==> src/rtl/b8ws_pkg.sv <==
package b8ws_pkg;
  localparam int unsigned BURST_LEN = 8;
  localparam int unsigned COL_W     = 3;
  localparam int unsigned CNT_W     = 5;

  typedef enum logic [1:0] {
    BEATS_1  = 2'd0,
    BEATS_4  = 2'd1,
    BEATS_8  = 2'd2,
    BEATS_16 = 2'd3
  } beats_code_e;

  function automatic logic [CNT_W-1:0] beats_of(input logic [1:0] code);
    case (beats_code_e'(code))
      BEATS_1:  return 5'd1;
      BEATS_4:  return 5'd4;
      BEATS_8:  return 5'd8;
      default:  return 5'd16;
    endcase
  endfunction
endpackage

==> src/rtl/b8ws_req_decode.sv <==
module b8ws_req_decode
  import b8ws_pkg::*;
#(
  parameter int unsigned ADDR_W = 16,
  localparam int unsigned BLK_W = ADDR_W - COL_W
) (
  input  logic [ADDR_W-1:0] addr_i,
  input  logic [1:0]        size_i,
  input  logic [1:0]        beats_i,
  output logic [BLK_W-1:0]  blk_o,
  output logic [COL_W-1:0]  off_o,
  output logic [CNT_W-1:0]  cnt_o
);
  logic [ADDR_W-1:0] col;

  assign col   = addr_i >> size_i;
  assign blk_o = col[ADDR_W-1:COL_W];
  assign off_o = col[COL_W-1:0];
  assign cnt_o = beats_of(beats_i);
endmodule

==> src/rtl/b8ws_mask_gen.sv <==
module b8ws_mask_gen
  import b8ws_pkg::*;
(
  input  logic [COL_W-1:0]     off_i,
  input  logic [CNT_W-1:0]     rem_i,
  output logic [COL_W:0]       take_o,
  output logic [BURST_LEN-1:0] mask_o
);
  logic [COL_W:0] room;

  // beats left before the block edge
  assign room   = (COL_W+1)'(BURST_LEN) - {1'b0, off_i};
  assign take_o = (rem_i < {1'b0, room}) ? rem_i[COL_W:0] : room;

  for (genvar g = 0; g < BURST_LEN; g++) begin : g_beat
    assign mask_o[g] = (take_o <= (COL_W+1)'(g));
  end
endmodule

==> src/rtl/b8ws_cmd_seq.sv <==
module b8ws_cmd_seq
  import b8ws_pkg::*;
#(
  parameter int unsigned BLK_W = 13
) (
  input  logic             clk_i,
  input  logic             rst_ni,
  input  logic             load_i,
  input  logic [BLK_W-1:0] blk_i,
  input  logic [COL_W-1:0] off_i,
  input  logic [CNT_W-1:0] cnt_i,
  input  logic [COL_W:0]   take_i,
  input  logic             fire_i,
  output logic             busy_o,
  output logic             last_o,
  output logic [BLK_W-1:0] blk_o,
  output logic [COL_W-1:0] off_o,
  output logic [CNT_W-1:0] rem_o
);
  logic             busy_q;
  logic [BLK_W-1:0] blk_q;
  logic [COL_W-1:0] off_q;
  logic [CNT_W-1:0] rem_q;

  assign last_o = ({1'b0, take_i} == rem_q);

  always_ff @(posedge clk_i or negedge rst_ni) begin
    if (!rst_ni) begin
      busy_q <= 1'b0;
      blk_q  <= '0;
      off_q  <= '0;
      rem_q  <= '0;
    end else if (load_i && !busy_q) begin
      busy_q <= 1'b1;
      blk_q  <= blk_i;
      off_q  <= off_i;
      rem_q  <= cnt_i;
    end else if (fire_i && busy_q) begin
      if (last_o) begin
        busy_q <= 1'b0;
      end else begin
        blk_q <= blk_q + BLK_W'(1);
        off_q <= '0;
        rem_q <= rem_q - {1'b0, take_i};
      end
    end
  end

  assign busy_o = busy_q;
  assign blk_o  = blk_q;
  assign off_o  = off_q;
  assign rem_o  = rem_q;

  a_r10_rem_nonzero: assert property (@(posedge clk_i) disable iff (!rst_ni)
    busy_q |-> (rem_q != '0));
endmodule

==> src/rtl/b8ws_write_splitter.sv <==
module b8ws_write_splitter
  import b8ws_pkg::*;
#(
  parameter int unsigned ADDR_W = 16,
  localparam int unsigned BLK_W = ADDR_W - COL_W
) (
  input  logic                 clk_i,
  input  logic                 rst_ni,
  input  logic                 req_valid_i,
  output logic                 req_ready_o,
  input  logic [ADDR_W-1:0]    req_addr_i,
  input  logic [1:0]           req_size_i,
  input  logic [1:0]           req_beats_i,
  output logic                 cmd_valid_o,
  input  logic                 cmd_ready_i,
  output logic [BLK_W-1:0]     cmd_blk_o,
  output logic [COL_W-1:0]     cmd_col_o,
  output logic [BURST_LEN-1:0] cmd_mask_o,
  output logic                 cmd_last_o
);
  logic [BLK_W-1:0] dec_blk;
  logic [COL_W-1:0] dec_off;
  logic [CNT_W-1:0] dec_cnt;
  logic [CNT_W-1:0] rem;
  logic [COL_W:0]   take;
  logic             busy;

  b8ws_req_decode #(.ADDR_W(ADDR_W)) u_dec (
    .addr_i  (req_addr_i),
    .size_i  (req_size_i),
    .beats_i (req_beats_i),
    .blk_o   (dec_blk),
    .off_o   (dec_off),
    .cnt_o   (dec_cnt)
  );

  b8ws_cmd_seq #(.BLK_W(BLK_W)) u_seq (
    .clk_i   (clk_i),
    .rst_ni  (rst_ni),
    .load_i  (req_valid_i),
    .blk_i   (dec_blk),
    .off_i   (dec_off),
    .cnt_i   (dec_cnt),
    .take_i  (take),
    .fire_i  (cmd_ready_i),
    .busy_o  (busy),
    .last_o  (cmd_last_o),
    .blk_o   (cmd_blk_o),
    .off_o   (cmd_col_o),
    .rem_o   (rem)
  );

  b8ws_mask_gen u_mask (
    .off_i  (cmd_col_o),
    .rem_i  (rem),
    .take_o (take),
    .mask_o (cmd_mask_o)
  );

  assign req_ready_o = !busy;
  assign cmd_valid_o = busy;

  logic [BURST_LEN-1:0] unm;
  assign unm = ~cmd_mask_o;

  a_r2_first_cmd: assert property (@(posedge clk_i) disable iff (!rst_ni)
    (req_valid_i && req_ready_o) |=>
      (cmd_valid_o && cmd_blk_o == $past(dec_blk) && cmd_col_o == $past(dec_off)));

  // next block, modulo block width
  a_r5_next_block: assert property (@(posedge clk_i) disable iff (!rst_ni)
    (cmd_valid_o && cmd_ready_i && !cmd_last_o) |=>
      (cmd_valid_o && cmd_col_o == '0 && cmd_blk_o == $past(cmd_blk_o) + BLK_W'(1)));

  a_r8_prefix: assert property (@(posedge clk_i) disable iff (!rst_ni)
    cmd_valid_o |-> (((unm & (unm + 8'd1)) == '0) && (unm != '0) &&
                     ($countones(unm) + int'(cmd_col_o) <= BURST_LEN)));

  a_r9_hold: assert property (@(posedge clk_i) disable iff (!rst_ni)
    (cmd_valid_o && !cmd_ready_i) |=>
      (cmd_valid_o && $stable(cmd_blk_o) && $stable(cmd_col_o) &&
       $stable(cmd_mask_o) && $stable(cmd_last_o)));

  a_r10_done: assert property (@(posedge clk_i) disable iff (!rst_ni)
    (cmd_valid_o && cmd_ready_i && cmd_last_o) |=> (!cmd_valid_o && req_ready_o));
endmodule

==> config.mk <==
export PLATFORM = sky130hd
export DESIGN_NAME = b8ws_write_splitter
export DESIGN_NICKNAME = d
export VERILOG_FILES = /design/src/rtl/b8ws_pkg.sv /design/src/rtl/b8ws_req_decode.sv /design/src/rtl/b8ws_mask_gen.sv /design/src/rtl/b8ws_cmd_seq.sv /design/src/rtl/b8ws_write_splitter.sv
export SDC_FILE = /design/constraint.sdc
export NUM_CORES = 1
export LEC_CHECK = 0
export ABC_AREA = 1
export BUFFER_PORTS_ARGS = -buffer_cell sky130_fd_sc_hd__buf_2
export CAP_MARGIN = 20
export CORE_ASPECT_RATIO = 1.1
export CORE_MARGIN = 1.5
export CORE_UTILIZATION = 40
export DETAILED_ROUTE_END_ITERATION = 7
export SLEW_MARGIN = 5
export SYNTH_ARGS = -nofsm -noshare
export SYNTH_HDL_FRONTEND = slang
export SYNTH_SLANG_ARGS = --single-unit
==> constraint.sdc <==
create_clock -name clk_i -period 4.7 [get_ports clk_i]
set_input_delay 0.94 -clock clk_i [delete_from_list [all_inputs] [get_ports clk_i]]
set_output_delay 0.94 -clock clk_i [all_outputs]
set_load 0.1 [all_outputs]
==> results.cfg, run 1 <==
[status]
status = complete, no violations

[timing]
fin_crit_ns = 4.32
final.setup.tns_ns = 0
worst_slew_pin_slew_ns = 0.548
slew_headroom_pct = 63.2
whs_ns = 0.507
slew_viol_final = 0
clock_skew_ns = 0.00424
timing.final.hold_violations = 0
rsz0062_at_grt = no
timing.fmax_mhz = 232
setup_viol = 0
fin_crit_sh_pct = 91.8
setup_ws_ns = 0.384

[cts]
htree_levels = 1
clockRootBuffer = clkbuf_8
cts_made_buffers = 3
cts-resized-gates = 0
post_cts_buffers = 0
cts_tree = built
cts_buffer_depth = 2
cts_hold_buf = 0
clk_pin_slew_worst_paths_ns = 0.08
clock_sinks = 22
worst_skew_pair.late_latency_ns = 0.26

[drt]
drt_wl_total_um = 4710
vias = 1981
viasPerCell = 5.13
drt_iter0_drc = 65
ant_nets = 0
routedWlPerCell_um = 12.2
dr.pass1.iters = 4
drc = 0

[global_routing]
grt_max_degree = 24
grt-ovfl-total = 0
antenna_found_initial = 0
grt_pass1_vias = 1904
grt_usage_pct = 18.6
grt_pass1_wl_um = 8280

[synthesis]
synthSimpleGateAreaFrac_pct = 30.2
synth_seq_cells = 22
avgSynthCellArea_um2 = 6.85
synth_cell_type_count = 35
synthAdderAreaFrac_pct = 5.18
yosysTopAreaCell = dfrtp_1
netlist_instances = 282
synth-xor-area-share_pct = 2.27
synth_fp_nets = 314
ys_warn_count = 0
synth.area.top_cells = dfrtp_1 (28%), nand2_1 (15%), inv_1 (7.4%)
synth_compound_area_share_pct = 20.2
netlist.area_leader.share_pct = 28.5
synth_top_family_by_area = simple AND/OR/NAND/NOR gates
synthMuxAreaShare_pct = 2.07
syn_area_mm2 = 0.00193
synth_seq_area_share_pct = 28.5

[finish]
n_fill_cell = 515
layout.nets = 363
drive_gt1_share_pct = 26.1
area_growth_pct = 18.3
n_antenna_cell = 0
finish.instance_area_mm2 = 0.00229

[setup_path]
slowest_delay_ns = 0.41
crit_fanout = 9
worstPathArrival_ns = 3.38
cp_slowest_cell = buf_2
path_cells = inv_1, ha_1, inv_1, ha_1, a21oi_1, nand2_1, nand2_2, nand2_4, o21ai_0, inv_2, ha_1, nand2_1, nor2_1, nand2_1, inv_1, buf_2
crit_type = flop to output port
worstPathRequired_ns = 3.76
startpoint_type = flop
cp-end-kind = output port

[run]
cap_viol_max_count = 0

[placed_design]
dpl.hpwl_um = 3720
placement.cell_area_mm2 = 0.00223
pre_cts_slack_ns = 0.474
gp_congestion = 0.871
portBuffers = 50

[die]
fp.dieW_um = 69.3
die_h_um = 75.9
dieArea_mm2 = 0.00526
ios = 51
coreArea_mm2 = 0.00465
start_util_pct = 41.6
rows = 26

[min_path]
hold_class = flop to flop
## registers in the layout (all words and copies together) (netlist names)
signal	cells
u_seq.blk_o	13
u_seq.busy_o	1
u_seq.off_o	3
u_seq.rem_o	5
## metal layers
layer	routed length (µm)	part of all wire (%)	global-route usage, %	vias up
li1	-	-	-	1027
met1	2150	46	23.4	907
met2	2370	50	33.8	43
met3	143	3.0	1.46	4
met4	46	0.98	5.10	0
met5	0	0	0	-
## synthesized netlist by cell type
| cell | n |
|---|---|
| a21oi_1 | 14 |
| a22oi_1 | 2 |
| a32oi_1 | 1 |
| buf_2 | 1 |
| buf_4 | 2 |
| buf_6 | 1 |
| buf_8 | 1 |
| clkbuf_1 | 2 |
| clkinv_1 | 2 |
| dfrtp_1 | 22 |
| ha_1 | 8 |
| inv_1 | 38 |
| inv_2 | 3 |
| inv_6 | 1 |
| mux2i_1 | 4 |
| nand2_1 | 79 |
| nand2_2 | 4 |
| nand2_4 | 1 |
| nand2_8 | 1 |
| nand3_1 | 16 |
| nand3_2 | 1 |
| nand3_4 | 1 |
| nand4_1 | 3 |
| nor2_1 | 15 |
| nor2_4 | 1 |
| nor3_1 | 5 |
| o211a_1 | 1 |
| o211ai_1 | 1 |
| o21ai_0 | 24 |
| o21ai_1 | 1 |
| o21ai_2 | 9 |
| o221ai_1 | 5 |
| o22ai_1 | 5 |
| or2_2 | 2 |
| xor2_1 | 5 |
## worst paths after layout
kind / start / slack [ns] / to / depth (start not counted)
worst max-delay path: u_seq.off_o[0] / 0.38 / cmd_last_o / 16
worst min-delay path: u_seq.off_o[1] / 0.51 / u_seq.off_o[1] / 2
worst max register to register: u_seq.off_o[0] / 1.48 / u_seq.blk_o[7] / 18
worst min register to register: u_seq.off_o[1] / 0.51 / u_seq.off_o[1] / 2
max in group asynchronous: rst_ni / 3.68 / u_seq.off_o[0] / 1
min in group asynchronous: rst_ni / 0.64 / u_seq.busy_o / 1
## worst max-delay path: cells and delay by family (launching register included)
family                   cells  cell delay (ns)
buffers and inverters        5             0.68
adder cells (fa/ha/maj)      3             0.93
AND/OR/NAND/NOR              6             0.65
flip-flops                   1             0.39
AO/OA/AOI/OAI                2             0.45
## cell families (layout without fill, tap and decap cells)
group / Yosys count / in the layout
AO/OA/AOI/OAI: 63 / 63
XOR/XNOR: 5 / 5
adder cells (fa/ha/maj): 8 / 8
buffers and inverters: 51 / 99
flip-flops: 22 / 22
multiplexers: 4 / 4
AND/OR/NAND/NOR: 129 / 129
## per-stage QoR
step / cells / utilization, %
6_report: 386 / 49.1
2_1_floorplan: 282 / -
3_3_place_gp: 382 / 48.0
5_1_grt: 386 / 49.1
3_5_place_dp: 382 / 48.0
4_1_cts: 386 / 49.1
## cells in the final DEF (no fill, tap or decap), types with 8 or more instances in the layout
| cell | count |
|---|---|
| inv_1 | 37 |
| dfrtp_1 | 20 |
| o21ai_2 | 10 |
| nor2_1 | 14 |
| nand2_1 | 79 |
| nand3_1 | 16 |
| ha_1 | 8 |
| buf_2 | 50 |
| o21ai_0 | 22 |
| a21oi_1 | 13 |
## final cells by class
class                           count  area (µm²)  area share [%]
Sequential cell                    22         553            24.2
Tap cell                           56        70.1            3.07
Timing Repair Buffer               51         258            11.3
Multi-Input combinational cell    209        1180            51.6
Inverter                           44         170            7.44
Clock buffer                        4        55.1            2.41
Power of run 1 is not shown: default switching activity piles up to over one toggle a cycle in this logic, so the estimate is an artifact.
==> run 2: changes to the inputs <==
Settings changed: BUFFER_PORTS_ARGS -buffer_cell sky130_fd_sc_hd__buf_2 to -buffer_cell sky130_fd_sc_hd__clkbuf_2, CORE_UTILIZATION 40 to 45, PLACE_DENSITY set to 0.7.
==> run 2 against run 1 <==
Net effect:
- worst setup slack lost 0.048 ns
- via count fell by 0.76%
- worst hold slack worse by 0.00072 ns
- die area shrank 11%
- largest cell class unchanged
==> results.cfg, run 2 (synthesis results as in run 1) <==
[status]
status = complete, no violations

[die]
rows = 24
ios = 51
start_util_pct = 47.7
fp.dieW_um = 65.5
dieArea_mm2 = 0.00470
die_h_um = 71.7
coreArea_mm2 = 0.00405

[setup_path]
crit_fanout = 9
cp-end-kind = output port
worstPathArrival_ns = 3.42
crit_type = flop to output port
startpoint_type = flop
r2r_setup_slack_ns = 1.46
worstPathRequired_ns = 3.76

[finish]
mostFrequentLayoutCells = nand2_1 (79), clkbuf_2 (49), inv_1 (37)
area_growth_pct = 18.8
drive_gt1_share_pct = 26.1
multi_input_area_mm2 = 0.00118
layout.area.seq_um2 = 553
n_antenna_cell = 0
final_common_cell = nand2_1
n_fill_cell = 412
largest_reg_flops = 13
layout.nets = 363
fin_cells = 382
fin_util_pct = 56.7

[drt]
ant_nets = 0
drc = 0
routedWlPerCell_um = 12.0
drt_wl_total_um = 4590
dr.pass1.iters = 4
viasPerCell = 5.15
drt_iter0_drc = 82
vias = 1966

[global_routing]
antenna_found_initial = 0
grt-ovfl-total = 0
grt_pass1_wl_um = 7940
grt_usage_pct = 20.8
grt_pass1_vias = 1862
grt_max_degree = 24

[cts]
worst_skew_pair.late_latency_ns = 0.26
cts_made_buffers = 3
post_cts_buffers = 0
cts_buffer_depth = 2
clk_pin_slew_worst_paths_ns = 0.08
cts_hold_buf = 0
clock_sinks = 22
cts-resized-gates = 0
htree_levels = 1
cts_tree = built
clockRootBuffer = clkbuf_8

[timing]
setup_viol = 0
fin_crit_ns = 4.36
worst_slew_pin_slew_ns = 0.563
fin_crit_sh_pct = 92.8
clock_skew_ns = 0.00374
timing.fmax_mhz = 229
slew_headroom_pct = 62.2
whs_ns = 0.507
slew_viol_final = 0
timing.final.hold_violations = 0
final.setup.tns_ns = 0
rsz0062_at_grt = no

[placed_design]
portBuffers = 50
place_inst = 378
gp_congestion = 0.846
dpl.hpwl_um = 3630

[run]
cap_viol_max_count = 0

[min_path]
hold_class = flop to flop
run 2: changes by cell type in the layout (fill, tap and decap cells not counted):
cell and change:
buf_2 -49, bufinv_16 +1, clkbuf_2 +49, clkbuf_8 -1
run 2: worst paths after layout:
kind / startpoint / to / cells after the start
worst max-delay path: u_seq.off_o[0] / cmd_last_o / 16
worst min-delay path: u_seq.off_o[1] / u_seq.off_o[1] / 2
worst max register to register: u_seq.off_o[0] / u_seq.blk_o[9] / 18
worst min register to register: u_seq.off_o[1] / u_seq.off_o[1] / 2
max in group asynchronous: rst_ni / u_seq.off_o[1] / 1
min in group asynchronous: rst_ni / u_seq.blk_o[9] / 1
run 2: area by class of cell:
cell class	instances	area share, %
Timing Repair Buffer	51	11.2
Sequential cell	22	24.1
Inverter	44	7.41
Tap cell	52	2.83
Multi-Input combinational cell	209	51.4
Clock buffer	3	1.80
Clock inverter	1	1.31
run 2: metrics by stage:
stage                     setup slack, ns  cell area [µm²]
final                               0.336             2300
after global routing               0.0286             2300
after CTS                           0.152             2300
after detailed placement            0.451             2230
after global placement              0.532             2230
after floorplan                    0.0149             1960
run 2: metal layers:
layer	up-vias	track usage [%]	part of all wire, %
li1	1031	-	-
met1	881	25.2	43
met2	50	39.2	52
met3	4	2.35	4.7
met4	0	4.40	0.63
met5	-	0	0
run 2: critical path: stages, from the launching register on:
cell and delay, ns:
dfrtp_2 0.40, inv_1 0.07, ha_1 0.33, inv_1 0.08
ha_1 0.26, a21oi_1 0.15, nand2_1 0.08, nand2_2 0.08
nand2_4 0.07, o21ai_0 0.33, inv_2 0.09, ha_1 0.35
nand2_1 0.08, nor2_1 0.23, nand2_1 0.11, inv_1 0.05
buf_2 0.41
Power of run 2 is left out for the same reason.
